`src/rtl/dma_seq_pkg.sv`:
```
`timescale 1ns/1ps
package dma_seq_pkg;

  typedef enum logic [1:0] {
    ST_IDLE = 2'd0,
    ST_ARB  = 2'd1,
    ST_XFER = 2'd2,
    ST_DONE = 2'd3
  } seq_state_e;

  localparam int MODE_W = 6;

  typedef struct packed {
    logic [1:0] kind;
    logic       down;
    logic       reload;
    logic [1:0] xtype;
  } chan_mode_t;

  localparam logic [1:0] KIND_DEMAND = 2'b00;
  localparam logic [1:0] KIND_SINGLE = 2'b01;
  localparam logic [1:0] XT_TO_MEM   = 2'b01;
  localparam logic [1:0] XT_FROM_MEM = 2'b10;

  function automatic logic mode_ok(input chan_mode_t m);
    logic kind_good;
    logic type_good;
    kind_good = (m.kind == KIND_DEMAND) || (m.kind == KIND_SINGLE);
    type_good = (m.xtype == XT_TO_MEM) || (m.xtype == XT_FROM_MEM);
    return kind_good && type_good && !m.down;
  endfunction

endpackage

```
`src/rtl/dma_req_status.sv`:
```
`timescale 1ns/1ps
module dma_req_status #(
  parameter int NUM_CH = 8
) (
  input  logic              clk,
  input  logic              rst,
  input  logic [NUM_CH-1:0] drq_i,
  input  logic [NUM_CH-1:0] tc_set_i,
  output logic [NUM_CH-1:0] req_o,
  output logic [NUM_CH-1:0] tc_o
);

  generate
    for (genvar g = 0; g < NUM_CH; g++) begin : g_flag
      logic req_q;
      logic tc_q;
      always_ff @(posedge clk) begin
        if (rst) begin
          req_q <= 1'b0;
          tc_q  <= 1'b0;
        end else begin
          req_q <= drq_i[g];
          if (tc_set_i[g]) tc_q <= 1'b1;
        end
      end
      assign req_o[g] = req_q;
      assign tc_o[g]  = tc_q;
    end
  endgenerate

endmodule

```
`src/rtl/dma_prio_pick.sv`:
```
`timescale 1ns/1ps
module dma_prio_pick #(
  parameter int NUM_CH = 8,
  parameter int CH_W   = 3
) (
  input  logic [NUM_CH-1:0] elig_i,
  output logic              found_o,
  output logic [CH_W-1:0]   idx_o
);

  always_comb begin
    found_o = 1'b0;
    idx_o   = '0;
    for (int i = NUM_CH - 1; i >= 0; i--) begin
      if (elig_i[i]) begin
        found_o = 1'b1;
        idx_o   = CH_W'(i);
      end
    end
  end

endmodule

```
`src/rtl/dma_chan_calc.sv`:
```
`timescale 1ns/1ps
module dma_chan_calc #(
  parameter int ADDR_W = 16,
  parameter int PAGE_W = 8,
  localparam int PHYS_W = PAGE_W + ADDR_W
) (
  input  logic [PAGE_W-1:0] page_i,
  input  logic [ADDR_W-1:0] base_a_i,
  input  logic [ADDR_W-1:0] cur_a_i,
  input  logic [ADDR_W-1:0] base_c_i,
  input  logic [ADDR_W-1:0] cur_c_i,
  input  logic              wide_i,
  input  logic              reload_i,
  output logic [PHYS_W-1:0] phys_o,
  output logic [ADDR_W-1:0] nxt_a_o,
  output logic [ADDR_W-1:0] nxt_c_o,
  output logic              stop_o,
  output logic              cross_o
);

  logic [ADDR_W:0] roof;
  logic            wrap;

  assign roof    = {1'b0, base_a_i} + {1'b0, base_c_i};
  assign cross_o = roof[ADDR_W];
  assign phys_o  = {page_i, {ADDR_W{1'b0}}} | ({{PAGE_W{1'b0}}, cur_a_i} << wide_i);
  assign wrap    = (cur_c_i == '0);
  assign stop_o  = wrap && !reload_i;

  always_comb begin
    if (wrap && reload_i) begin
      nxt_a_o = base_a_i;
      nxt_c_o = base_c_i;
    end else begin
      nxt_a_o = cur_a_i + 1'b1;
      nxt_c_o = cur_c_i - 1'b1;
    end
  end

endmodule

```
`src/rtl/dma_cascade_seq.sv`:
```
`timescale 1ns/1ps
module dma_cascade_seq
  import dma_seq_pkg::*;
#(
  parameter int CH_PER_CTL = 4,
  parameter int NUM_CTL    = 2,
  parameter int ADDR_W     = 16,
  parameter int PAGE_W     = 8,
  localparam int NUM_CH    = CH_PER_CTL * NUM_CTL,
  localparam int CH_W      = $clog2(NUM_CH),
  localparam int PHYS_W    = PAGE_W + ADDR_W,
  localparam int STAT_W    = NUM_CTL * 2 * CH_PER_CTL
) (
  input  logic                       clk,
  input  logic                       rst,
  input  logic [NUM_CH-1:0]          drq_i,
  input  logic                       hlda_i,
  input  logic [NUM_CH-1:0]          mask_i,
  input  logic [NUM_CH*MODE_W-1:0]   mode_i,
  input  logic [NUM_CH*PAGE_W-1:0]   page_i,
  input  logic [NUM_CH*ADDR_W-1:0]   base_addr_i,
  input  logic [NUM_CH*ADDR_W-1:0]   cur_addr_i,
  input  logic [NUM_CH*ADDR_W-1:0]   base_cnt_i,
  input  logic [NUM_CH*ADDR_W-1:0]   cur_cnt_i,
  output logic                       hrq_o,
  output logic                       xfer_o,
  output logic [NUM_CH-1:0]          dack_o,
  output logic                       tc_o,
  output logic [PHYS_W-1:0]          phys_o,
  output logic                       to_mem_o,
  output logic                       wide_o,
  output logic                       err_o,
  output logic                       upd_o,
  output logic [CH_W-1:0]            upd_ch_o,
  output logic [ADDR_W-1:0]          upd_addr_o,
  output logic [ADDR_W-1:0]          upd_cnt_o,
  output logic [STAT_W-1:0]          status_o
);

  seq_state_e        state_q;
  logic [NUM_CH-1:0] req_v;
  logic [NUM_CH-1:0] tc_v;
  logic [NUM_CH-1:0] elig;
  logic [NUM_CH-1:0] tc_set;
  logic              found;
  logic [CH_W-1:0]   pick;

  chan_mode_t        sel_mode;
  logic [PAGE_W-1:0] sel_page;
  logic [ADDR_W-1:0] sel_base_a;
  logic [ADDR_W-1:0] sel_cur_a;
  logic [ADDR_W-1:0] sel_base_c;
  logic [ADDR_W-1:0] sel_cur_c;
  logic              sel_wide;

  logic [PHYS_W-1:0] calc_phys;
  logic [ADDR_W-1:0] calc_nxt_a;
  logic [ADDR_W-1:0] calc_nxt_c;
  logic              calc_stop;
  logic              calc_cross;

  logic              hrq_q;
  logic              xfer_q;
  logic [NUM_CH-1:0] dack_q;
  logic              tc_q;
  logic [PHYS_W-1:0] phys_q;
  logic              to_mem_q;
  logic              wide_q;
  logic              err_q;
  logic              upd_q;
  logic [CH_W-1:0]   upd_ch_q;
  logic [ADDR_W-1:0] upd_addr_q;
  logic [ADDR_W-1:0] upd_cnt_q;

  logic [CH_W-1:0]   s_ch;
  logic              s_stop;
  logic [ADDR_W-1:0] s_nxt_a;
  logic [ADDR_W-1:0] s_nxt_c;

  dma_req_status #(.NUM_CH(NUM_CH)) u_status (
    .clk      (clk),
    .rst      (rst),
    .drq_i    (drq_i),
    .tc_set_i (tc_set),
    .req_o    (req_v),
    .tc_o     (tc_v)
  );

  assign elig = req_v & ~mask_i;

  dma_prio_pick #(.NUM_CH(NUM_CH), .CH_W(CH_W)) u_pick (
    .elig_i  (elig),
    .found_o (found),
    .idx_o   (pick)
  );

  assign sel_mode   = chan_mode_t'(mode_i[int'(pick)*MODE_W +: MODE_W]);
  assign sel_page   = page_i[int'(pick)*PAGE_W +: PAGE_W];
  assign sel_base_a = base_addr_i[int'(pick)*ADDR_W +: ADDR_W];
  assign sel_cur_a  = cur_addr_i[int'(pick)*ADDR_W +: ADDR_W];
  assign sel_base_c = base_cnt_i[int'(pick)*ADDR_W +: ADDR_W];
  assign sel_cur_c  = cur_cnt_i[int'(pick)*ADDR_W +: ADDR_W];
  assign sel_wide   = (int'(pick) >= CH_PER_CTL);

  dma_chan_calc #(.ADDR_W(ADDR_W), .PAGE_W(PAGE_W)) u_calc (
    .page_i   (sel_page),
    .base_a_i (sel_base_a),
    .cur_a_i  (sel_cur_a),
    .base_c_i (sel_base_c),
    .cur_c_i  (sel_cur_c),
    .wide_i   (sel_wide),
    .reload_i (sel_mode.reload),
    .phys_o   (calc_phys),
    .nxt_a_o  (calc_nxt_a),
    .nxt_c_o  (calc_nxt_c),
    .stop_o   (calc_stop),
    .cross_o  (calc_cross)
  );

  assign tc_set = (state_q == ST_XFER && s_stop) ? (NUM_CH'(1) << s_ch) : '0;

  always_ff @(posedge clk) begin
    if (rst) begin
      state_q    <= ST_IDLE;
      hrq_q      <= 1'b0;
      xfer_q     <= 1'b0;
      dack_q     <= '0;
      tc_q       <= 1'b0;
      phys_q     <= '0;
      to_mem_q   <= 1'b0;
      wide_q     <= 1'b0;
      err_q      <= 1'b0;
      upd_q      <= 1'b0;
      upd_ch_q   <= '0;
      upd_addr_q <= '0;
      upd_cnt_q  <= '0;
      s_ch       <= '0;
      s_stop     <= 1'b0;
      s_nxt_a    <= '0;
      s_nxt_c    <= '0;
    end else begin
      xfer_q <= 1'b0;
      tc_q   <= 1'b0;
      err_q  <= 1'b0;
      upd_q  <= 1'b0;
      hrq_q  <= (state_q == ST_XFER && s_stop) ? 1'b0 : |elig;
      case (state_q)
        ST_IDLE: begin
          if (hlda_i) state_q <= ST_ARB;
        end
        ST_ARB: begin
          if (!found) begin
            state_q <= ST_IDLE;
          end else if (!mode_ok(sel_mode) || calc_cross) begin
            err_q   <= 1'b1;
            state_q <= ST_IDLE;
          end else begin
            state_q  <= ST_XFER;
            xfer_q   <= 1'b1;
            tc_q     <= calc_stop;
            dack_q   <= NUM_CH'(1) << pick;
            phys_q   <= calc_phys;
            to_mem_q <= (sel_mode.xtype == XT_TO_MEM);
            wide_q   <= sel_wide;
            s_ch     <= pick;
            s_stop   <= calc_stop;
            s_nxt_a  <= calc_nxt_a;
            s_nxt_c  <= calc_nxt_c;
          end
        end
        ST_XFER: begin
          state_q    <= ST_DONE;
          upd_q      <= 1'b1;
          upd_ch_q   <= s_ch;
          upd_addr_q <= s_nxt_a;
          upd_cnt_q  <= s_nxt_c;
          if (s_stop) dack_q <= '0;
        end
        default: begin
          state_q <= ST_IDLE;
          dack_q  <= '0;
        end
      endcase
    end
  end

  generate
    for (genvar c = 0; c < NUM_CTL; c++) begin : g_stat
      assign status_o[c*2*CH_PER_CTL +: 2*CH_PER_CTL] =
        {req_v[c*CH_PER_CTL +: CH_PER_CTL], tc_v[c*CH_PER_CTL +: CH_PER_CTL]};
    end
  endgenerate

  assign hrq_o      = hrq_q;
  assign xfer_o     = xfer_q;
  assign dack_o     = dack_q;
  assign tc_o       = tc_q;
  assign phys_o     = phys_q;
  assign to_mem_o   = to_mem_q;
  assign wide_o     = wide_q;
  assign err_o      = err_q;
  assign upd_o      = upd_q;
  assign upd_ch_o   = upd_ch_q;
  assign upd_addr_o = upd_addr_q;
  assign upd_cnt_o  = upd_cnt_q;

endmodule

```
`config.mk`:
```
export PLATFORM = sky130hd
export DESIGN_NAME = dma_cascade_seq
export DESIGN_NICKNAME = d
export VERILOG_FILES = /design/src/rtl/dma_seq_pkg.sv /design/src/rtl/dma_req_status.sv /design/src/rtl/dma_prio_pick.sv /design/src/rtl/dma_chan_calc.sv /design/src/rtl/dma_cascade_seq.sv
export SDC_FILE = /design/constraint.sdc
export NUM_CORES = 1
export LEC_CHECK = 0
export BUFFER_PORTS_ARGS = -buffer_cell sky130_fd_sc_hd__buf_2
export CAP_MARGIN = 30
export CORE_AREA = 2 2 283 285
export CTS_CLUSTER_DIAMETER = 40
export DETAILED_ROUTE_END_ITERATION = 8
export DIE_AREA = 0 0 285 287
export GPL_TIMING_DRIVEN = 0
export PLACE_DENSITY = 0.47
export SETUP_SLACK_MARGIN = 0.1
export SLEW_MARGIN = 20
export SYNTH_ARGS = -nofsm -noshare
export SYNTH_HDL_FRONTEND = slang
export SYNTH_SLANG_ARGS = --single-unit
```
`constraint.sdc`:
```
create_clock -name clk -period 6.5 [get_ports clk]
set_clock_uncertainty 0.2 [all_clocks]
set_input_delay 1.3 -clock clk [delete_from_list [all_inputs] [get_ports clk]]
set_output_delay 1.3 -clock clk [all_outputs]
set_load 0.005 [all_outputs]
```
* After elaboration in Yosys (flattened, before gate mapping)
Index checks and enable logic that the tools add are counted.
** Storage, ports and cells
- Flip-flop bits (word level) :: 128
- Input port bits :: 643
- Output and inout port bits :: 90
- Logic and storage cells :: 113
** Operators by class
- $add $sub $neg :: 3
- Multipliers :: 1
- $lt $le $gt $ge :: 1
- Eq/ne operators :: 9
- Shift operators :: 9
- Mux-type cells :: 30
- Bitwise logic cells :: 7
- Reductions and logical operators :: 20
** Operator list (count)
- variable part select 128 x 8 -> 16 bit :: 4
- variable part select 64 x 7 -> 8 bit :: 1
- variable part select 48 x 7 -> 6 bit :: 1
- two-way mux 16 bit :: 2
- two-way mux 8 bit :: 4
- two-way mux 3 bit :: 8
- bitwise OR 24 bit :: 1
- one-hot mux 8 bit (3 select lines) :: 1
- left shift 16 x 1 -> 24 bit :: 1
- adder 16 x 16 -> 17 bit :: 1
- adder 16 x 1 -> 16 bit, second input constant :: 1
- zero test 16 bit :: 1
- left shift 1 x 3 -> 8 bit, first input constant :: 2
- subtractor 16 x 1 -> 16 bit, second input constant :: 1
- two-way mux 1 bit :: 11
- AND 8 bit :: 1
- != test 2 bit, second input constant :: 4
- NOT 8 bit :: 1
- OR reduction 8 bit :: 1
- equality test 2 x 1 -> 1 bit, second input constant :: 3
- two-way mux 2 bit :: 3
- one-hot mux 2 bit (3 select lines) :: 1
- logical AND 1 bit :: 5
- multiplier 3 x 2 -> 5 bit, second input constant :: 1
- other kinds (11) :: 20

* Logic depth before layout (Yosys ltp)
- Word-level depth :: 21
- Mapped depth :: 28
- Gate-level depth less buffers :: 18

* Modules after synthesis
Synthesis repeated with hierarchy kept, for this count alone.
** Second synthesis, totals
- Cells, all modules :: 1056
- Area total of the unflattened synthesis :: 11350.9 um2
** By module, submodules not included
- dma_cascade_seq :: instances 1, cells each 781, area each 9231.4 um2, seq. area each 2242.2 um2
- dma_chan_calc :: instances 1, cells each 213, area each 1450.1 um2, seq. area each 0.0 um2
- dma_req_status :: instances 1, cells each 49, area each 589.3 um2, seq. area each 320.3 um2
- dma_prio_pick :: instances 1, cells each 13, area each 80.1 um2, seq. area each 0.0 um2

* Least setup slack after synthesis
OpenSTA, ideal clock, no wires.
- Path type :: input -> register
- Start point :: in mask_i[0]
- End point :: reg s_nxt_c[10]
- Setup time :: 134 ps
- Arrival :: 5971 ps
- Required time :: 6166 ps
- Path slack :: 195 ps
- Stages :: 28
- Path buffers :: 10
- Cell sequence :: nand2b_1 buf_2 nand3_1 o211ai_4 buf_6 buf_2 buf_4 buf_2 buf_2 buf_2 buf_1 nand2_1 nand3_1 nand3_1 nand2_1 ha_1 a21o_1 a21o_1 a21oi_1 a211oi_1 a211o_1 a21oi_1 o311ai_4 or3_1 clkbuf_1 buf_2 nor3_1 nor4_1
** Between the ends
- Longest elaborated chain between the ends :: 13
- Elaborated cells on any way between the ends :: 27
- Those cells by class :: add/sub: 2; mul: 1; eq/ne: 3; shift: 4; mux: 3; bitwise: 3; reduce/logical: 11
** Ends and longest elaborated chain
- start, declared :: RTL line dma_cascade_seq.sv:18 : input logic [NUM_CH-1:0] mask_i,
- NOT 8 bit * :: RTL line dma_cascade_seq.sv:89 : assign elig = req_v & ~mask_i;
- AND 8 bit * :: RTL line dma_cascade_seq.sv:89
- two-way mux 3 bit :: RTL line dma_prio_pick.sv:15 : if (elig_i[i]) begin
- multiplier 3 x 2 -> 5 bit :: RTL line dma_cascade_seq.sv:97 : assign sel_mode = chan_mode_t'(mode_i[int'(pick)*MODE_W +: MODE_W]);
- variable part select 48 x 7 -> 6 bit :: RTL line dma_cascade_seq.sv:97
- equality test 2 x 1 -> 1 bit, or another cell as far along :: RTL line dma_seq_pkg.sv:28 : kind_good = (m.kind == KIND_DEMAND) || (m.kind == KIND_SINGLE);
- logical OR 1 bit (on tied branches) :: RTL line dma_seq_pkg.sv:28, dma_seq_pkg.sv:29
- logical AND 1 bit (2 in series) :: RTL line dma_seq_pkg.sv:30 : return kind_good && type_good && !m.down;
- zero test 1 bit :: RTL line dma_cascade_seq.sv:154 : end else if (!mode_ok(sel_mode) || calc_cross) begin
- logical OR 1 bit :: RTL line dma_cascade_seq.sv:154
- NOT 1 bit (no line)
- AND reduction 3 bit (no line)
- end signal, assigned :: RTL line dma_cascade_seq.sv:168 : s_nxt_c <= calc_nxt_c;
- end, declared :: RTL line dma_cascade_seq.sv:78 : logic [ADDR_W-1:0] s_nxt_c;
Every way passes the cells marked *; elsewhere a longest branch is shown, timed or not.
A chain may end at the register's enable or synchronous reset.

* Worst setup path in the final report
- Start point :: in mask_i[0]
- End point :: reg phys_q[12] (netlist: phys_o[12])
** Between the ends
- Longest elaborated chain between the ends :: 13
- Elaborated cells on any way between the ends :: 26
- Those cells by class :: add/sub: 1; mul: 1; order compare: 1; eq/ne: 3; shift: 5; mux: 2; bitwise: 4; reduce/logical: 9
** Ends and longest elaborated chain
- NOT 8 bit * :: RTL line dma_cascade_seq.sv:89
- AND 8 bit * :: RTL line dma_cascade_seq.sv:89
- two-way mux 3 bit :: RTL line dma_prio_pick.sv:15
- multiplier 3 x 2 -> 5 bit :: RTL line dma_cascade_seq.sv:97
- variable part select 48 x 7 -> 6 bit :: RTL line dma_cascade_seq.sv:97
- equality test 2 x 1 -> 1 bit, or another cell as far along :: RTL line dma_seq_pkg.sv:28
- logical OR 1 bit (on tied branches) :: RTL line dma_seq_pkg.sv:28, dma_seq_pkg.sv:29
- logical AND 1 bit (2 in series) :: RTL line dma_seq_pkg.sv:30
- zero test 1 bit :: RTL line dma_cascade_seq.sv:154
- logical OR 1 bit :: RTL line dma_cascade_seq.sv:154
- NOT 1 bit (no line)
- AND reduction 3 bit (no line)
- end signal, assigned :: RTL line dma_cascade_seq.sv:162 : phys_q <= calc_phys;
- end, declared :: RTL line dma_cascade_seq.sv:66 : logic [PHYS_W-1:0] phys_q;
Marks and branches as above.

==> flow_summary.toml <==
[timing]
fin_crit_ns = 6.31
finalSetupViolCount = 0
rsz0062_at_grt = "no"
maxSlewViolCount = 0
hold_violations = 0
setup_ws_ns = 0.188
fin_setup_tns_ns = 0
min_period_over_period_pct = 97.1
holdWs_ns = 0.253
fmax_mhz = 158
tightest_slew_ns = 1.20
relSlewSlack_pct = 20.3

[clock_network]
hold_buffers = 0
cts_buffer_depth = 2
cts_sinks = 127
cts_tree = "yes"
cts.htree.levels = 4
clockRootBuffer = "clkbuf_16"
clk_latency_ns = 0.45
clk_pin_slew_ns = 0.06
cts-buffers-inserted = 17

[logic_synthesis]
ys_warn_count = 0
yosysUniqueCellTypes = 95
synth-seq-cells = 127
synth-edff-count = 0
ys.flop_type = "dfxtp_1"
ys_seq_area_share_pct = 20.5
synthesis.area_sq_um = 12400
syn_inst = 1882
syn_area_per_cell_sq_um = 6.60
syn_nets = 2544
async_flop_share_pct = 0

[floorplanning]
start_util_pct = 15.8
die_y_um = 287
dieWidth_um = 285
dieArea_sq_um = 81800
core_area_sq_um = 78600
io_pins = 733
num_rows = 103

[critical_path]
end_kind = "flip-flop"
crit_path_max_fanout = 10
r2r_start = "u_status.g_flag[1].req_q$_SDFF_PP0_"
cp.required_ns = 6.67
path_class = "primary input to flip-flop"
r2r_cells = 27
crit_end = "phys_o[12]$_SDFFE_PP0P_"
critPathLaunchType = "primary input"
crit_start = "mask_i[0]"
arrival_ns = 6.48
reg2reg_slack_ns = 0.69
reg2reg_to = "phys_o[12]$_SDFFE_PP0P_"

[power]
power_density_nw_per_um2 = 198
p_leak_uw = 0.00869
ir_drop_v = 0.000193

[global_route]
grt_max_degree = 29
grt_use_total_pct = 24.9
grt_remaining_overflow = 0
grt_pass1_wl_mm = 142
antenna_found_initial = 21
grt_pass1_vias = 17884

[final_layout]
layout-drive-gt1-share_pct = 38.3
area_growth_syn_to_layout_pct = 51.8
multi_input_area_sq_um = 9120
instances_no_fill = 3722
regArea_sq_um = 2540
fillers = 9163
num-nets-final = 3313

[job]
max-cap-violations = 0

[placement]
place_hpwl_mm = 89.6
gp_congestion = 0.959
place_ws_ns = -3.22
portBuffers = 724
dp_cells = 3666

[drt]
wl_met3_mm = 8.20
drt-total-wl_mm = 106
first_iter_violations = 1675
routed.top_layer = "met5"
wl_met1_mm = 45.9
avgViaCountPerCell = 4.87
dr.pass1.iters = 5
vias = 18123
drc = 0
wl_met2_mm = 49.0
wl_per_cell_um = 28.4
ant_nets = 0

[worst_hold_path]
min_path_type = "flip-flop to flip-flop"

[status]
status = "finished clean"
==> layout make-up <==
cell class	instances	share of cell area, %
Clock inverter	13	0.869
Sequential cell	127	13.5
Timing Repair Buffer	756	20.6
Inverter	11	0.219
Multi-Input combinational cell	1568	48.4
Antenna cell	8	0.106
Buffer	170	7.01
Tap cell	1050	6.97
Clock buffer	19	2.35
==> how the worst min path moves through the flow <==
stage                                from                          to  slack [ns]  depth (start not counted)
4_1_cts        upd_cnt_o[10]$_SDFFE_PP0P_  upd_cnt_o[10]$_SDFFE_PP0P_        0.25                          2
5_1_grt         upd_cnt_o[9]$_SDFFE_PP0P_   upd_cnt_o[9]$_SDFFE_PP0P_        0.27                          2
3_3_place_gp      phys_o[13]$_SDFFE_PP0P_     phys_o[13]$_SDFFE_PP0P_        0.24                          2
6_report       upd_cnt_o[10]$_SDFFE_PP0P_  upd_cnt_o[10]$_SDFFE_PP0P_        0.25                          2
2_1_floorplan     s_nxt_a[2]$_SDFFE_PP0P_  upd_addr_o[2]$_SDFFE_PP0P_        0.23                          2
3_5_place_dp   upd_cnt_o[10]$_SDFFE_PP0P_  upd_cnt_o[10]$_SDFFE_PP0P_        0.24                          2
==> what timing repair did <==
item,4_1_cts,5_1_grt
cloned,0,0
gates resized for setup,180,46
pin swaps,9,5
endpoints found under the hold margin,0,0
buffers inserted,13,8
endpoints found under the setup margin,73,72
==> state kept, by name, summed over array words and instances, names as in the netlist, 2 cells and up <==
| signal | flops |
|---|---|
| upd_ch_o | 3 |
| state_q | 2 |
| s_nxt_c | 16 |
| upd_addr_o | 16 |
| s_nxt_a | 16 |
| phys_o | 24 |
| u_status.g_flag.tc_q | 8 |
| u_status.g_flag.req_q | 8 |
| s_ch | 2 |
| upd_cnt_o | 16 |
| dack_o | 8 |
==> where the power goes <==
part	leakage, uW	internal (uW)	switching (uW)	total (uW)
combinational	0.00739	680	1240	1920
sequential	0.00103	796	13.0	809
clock	0.000282	612	396	1010
total	0.00869	2090	1650	3740
==> through the flow <==
step / power (uW) / cell area (sq um) / util [%]
global placement: 2610 / 17400 / 22.1
finish: 3740 / 18900 / 24.0
floorplan: 1710 / 12400 / -
detailed placement: 2610 / 17400 / 22.2
CTS: 3720 / 18600 / 23.7
global route: 3910 / 18800 / 24.0
==> synthesized netlist by cell type (11+ instances only) <==
library cell | count | share of area (%)
a211oi_1 | 38 | 2.3
a21oi_1 | 76 | 3.1
a31oi_1 | 31 | 1.6
and3_1 | 46 | 2.3
buf_1 | 27 | 0.82
buf_2 | 52 | 2.1
buf_4 | 29 | 1.8
clkbuf_1 | 58 | 1.8
dfxtp_1 | 127 | 20
ha_1 | 19 | 1.9
inv_1 | 11 | 0.33
mux2i_1 | 43 | 3.5
mux4_2 | 21 | 3.8
nand2_1 | 572 | 17
nand3_1 | 271 | 11
nand4_1 | 14 | 0.70
nor2_1 | 113 | 3.4
nor2b_1 | 14 | 0.70
nor3_1 | 32 | 1.3
o21ai_0 | 26 | 1.0
xnor2_1 | 16 | 1.1
==> worst max-delay path: stages <==
cell and delay [ns]:
buf_2 0.14, and2b_4 0.31, nor2_1 0.13, o21ai_4 0.10
buf_6 0.18, buf_6 0.19, buf_8 0.22, buf_6 0.21
buf_4 0.25, buf_6 0.24, nand2_1 0.12, nand3_1 0.11
nand3_2 0.18, nand2_2 0.18, ha_1 0.24, o21a_1 0.16
o21ai_0 0.19, a211oi_1 0.12, a211o_1 0.36, a21oi_4 0.21
o311ai_4 0.14, buf_12 0.17, nor3_4 0.19, buf_6 0.15
buf_8 0.15, buf_12 0.17, nand3_4 0.13, a21oi_1 0.17
==> logic make-up (layout without fill, tap and decap cells) <==
kind of cell               count (synthesis)  after routing  synth area share [%]
DFF                                      127            127                  20.5
and+or+nand+nor                         1135           1135                  41.5
other                                      0              8                     0
AOI/OAI and AO/OA                        322            322                  19.2
muxes                                     67             67                  7.54
xor gates and xnor gates                  25             25                  1.76
buffers and inverters                    187            969                  7.65
adders and majority gates                 19             19                  1.91
==> layout by cell type (no fill, tap or decap), types with 37 or more instances in the layout <==
master,instances
a21oi_1,74
buf_2,753
a211oi_1,37
nand2_1,564
buf_6,39
and3_1,46
buf_4,62
dfxtp_1,127
mux2i_1,43
nand3_1,263
nor2_1,109
==> routing by layer <==
metal,up-vias,track usage [%]
li1,8259,-
met4,8,6.24
met1,8778,33.4
met5,-,0
met2,950,41.1
met3,128,4.47
Power figures use the tool's default switching activity.
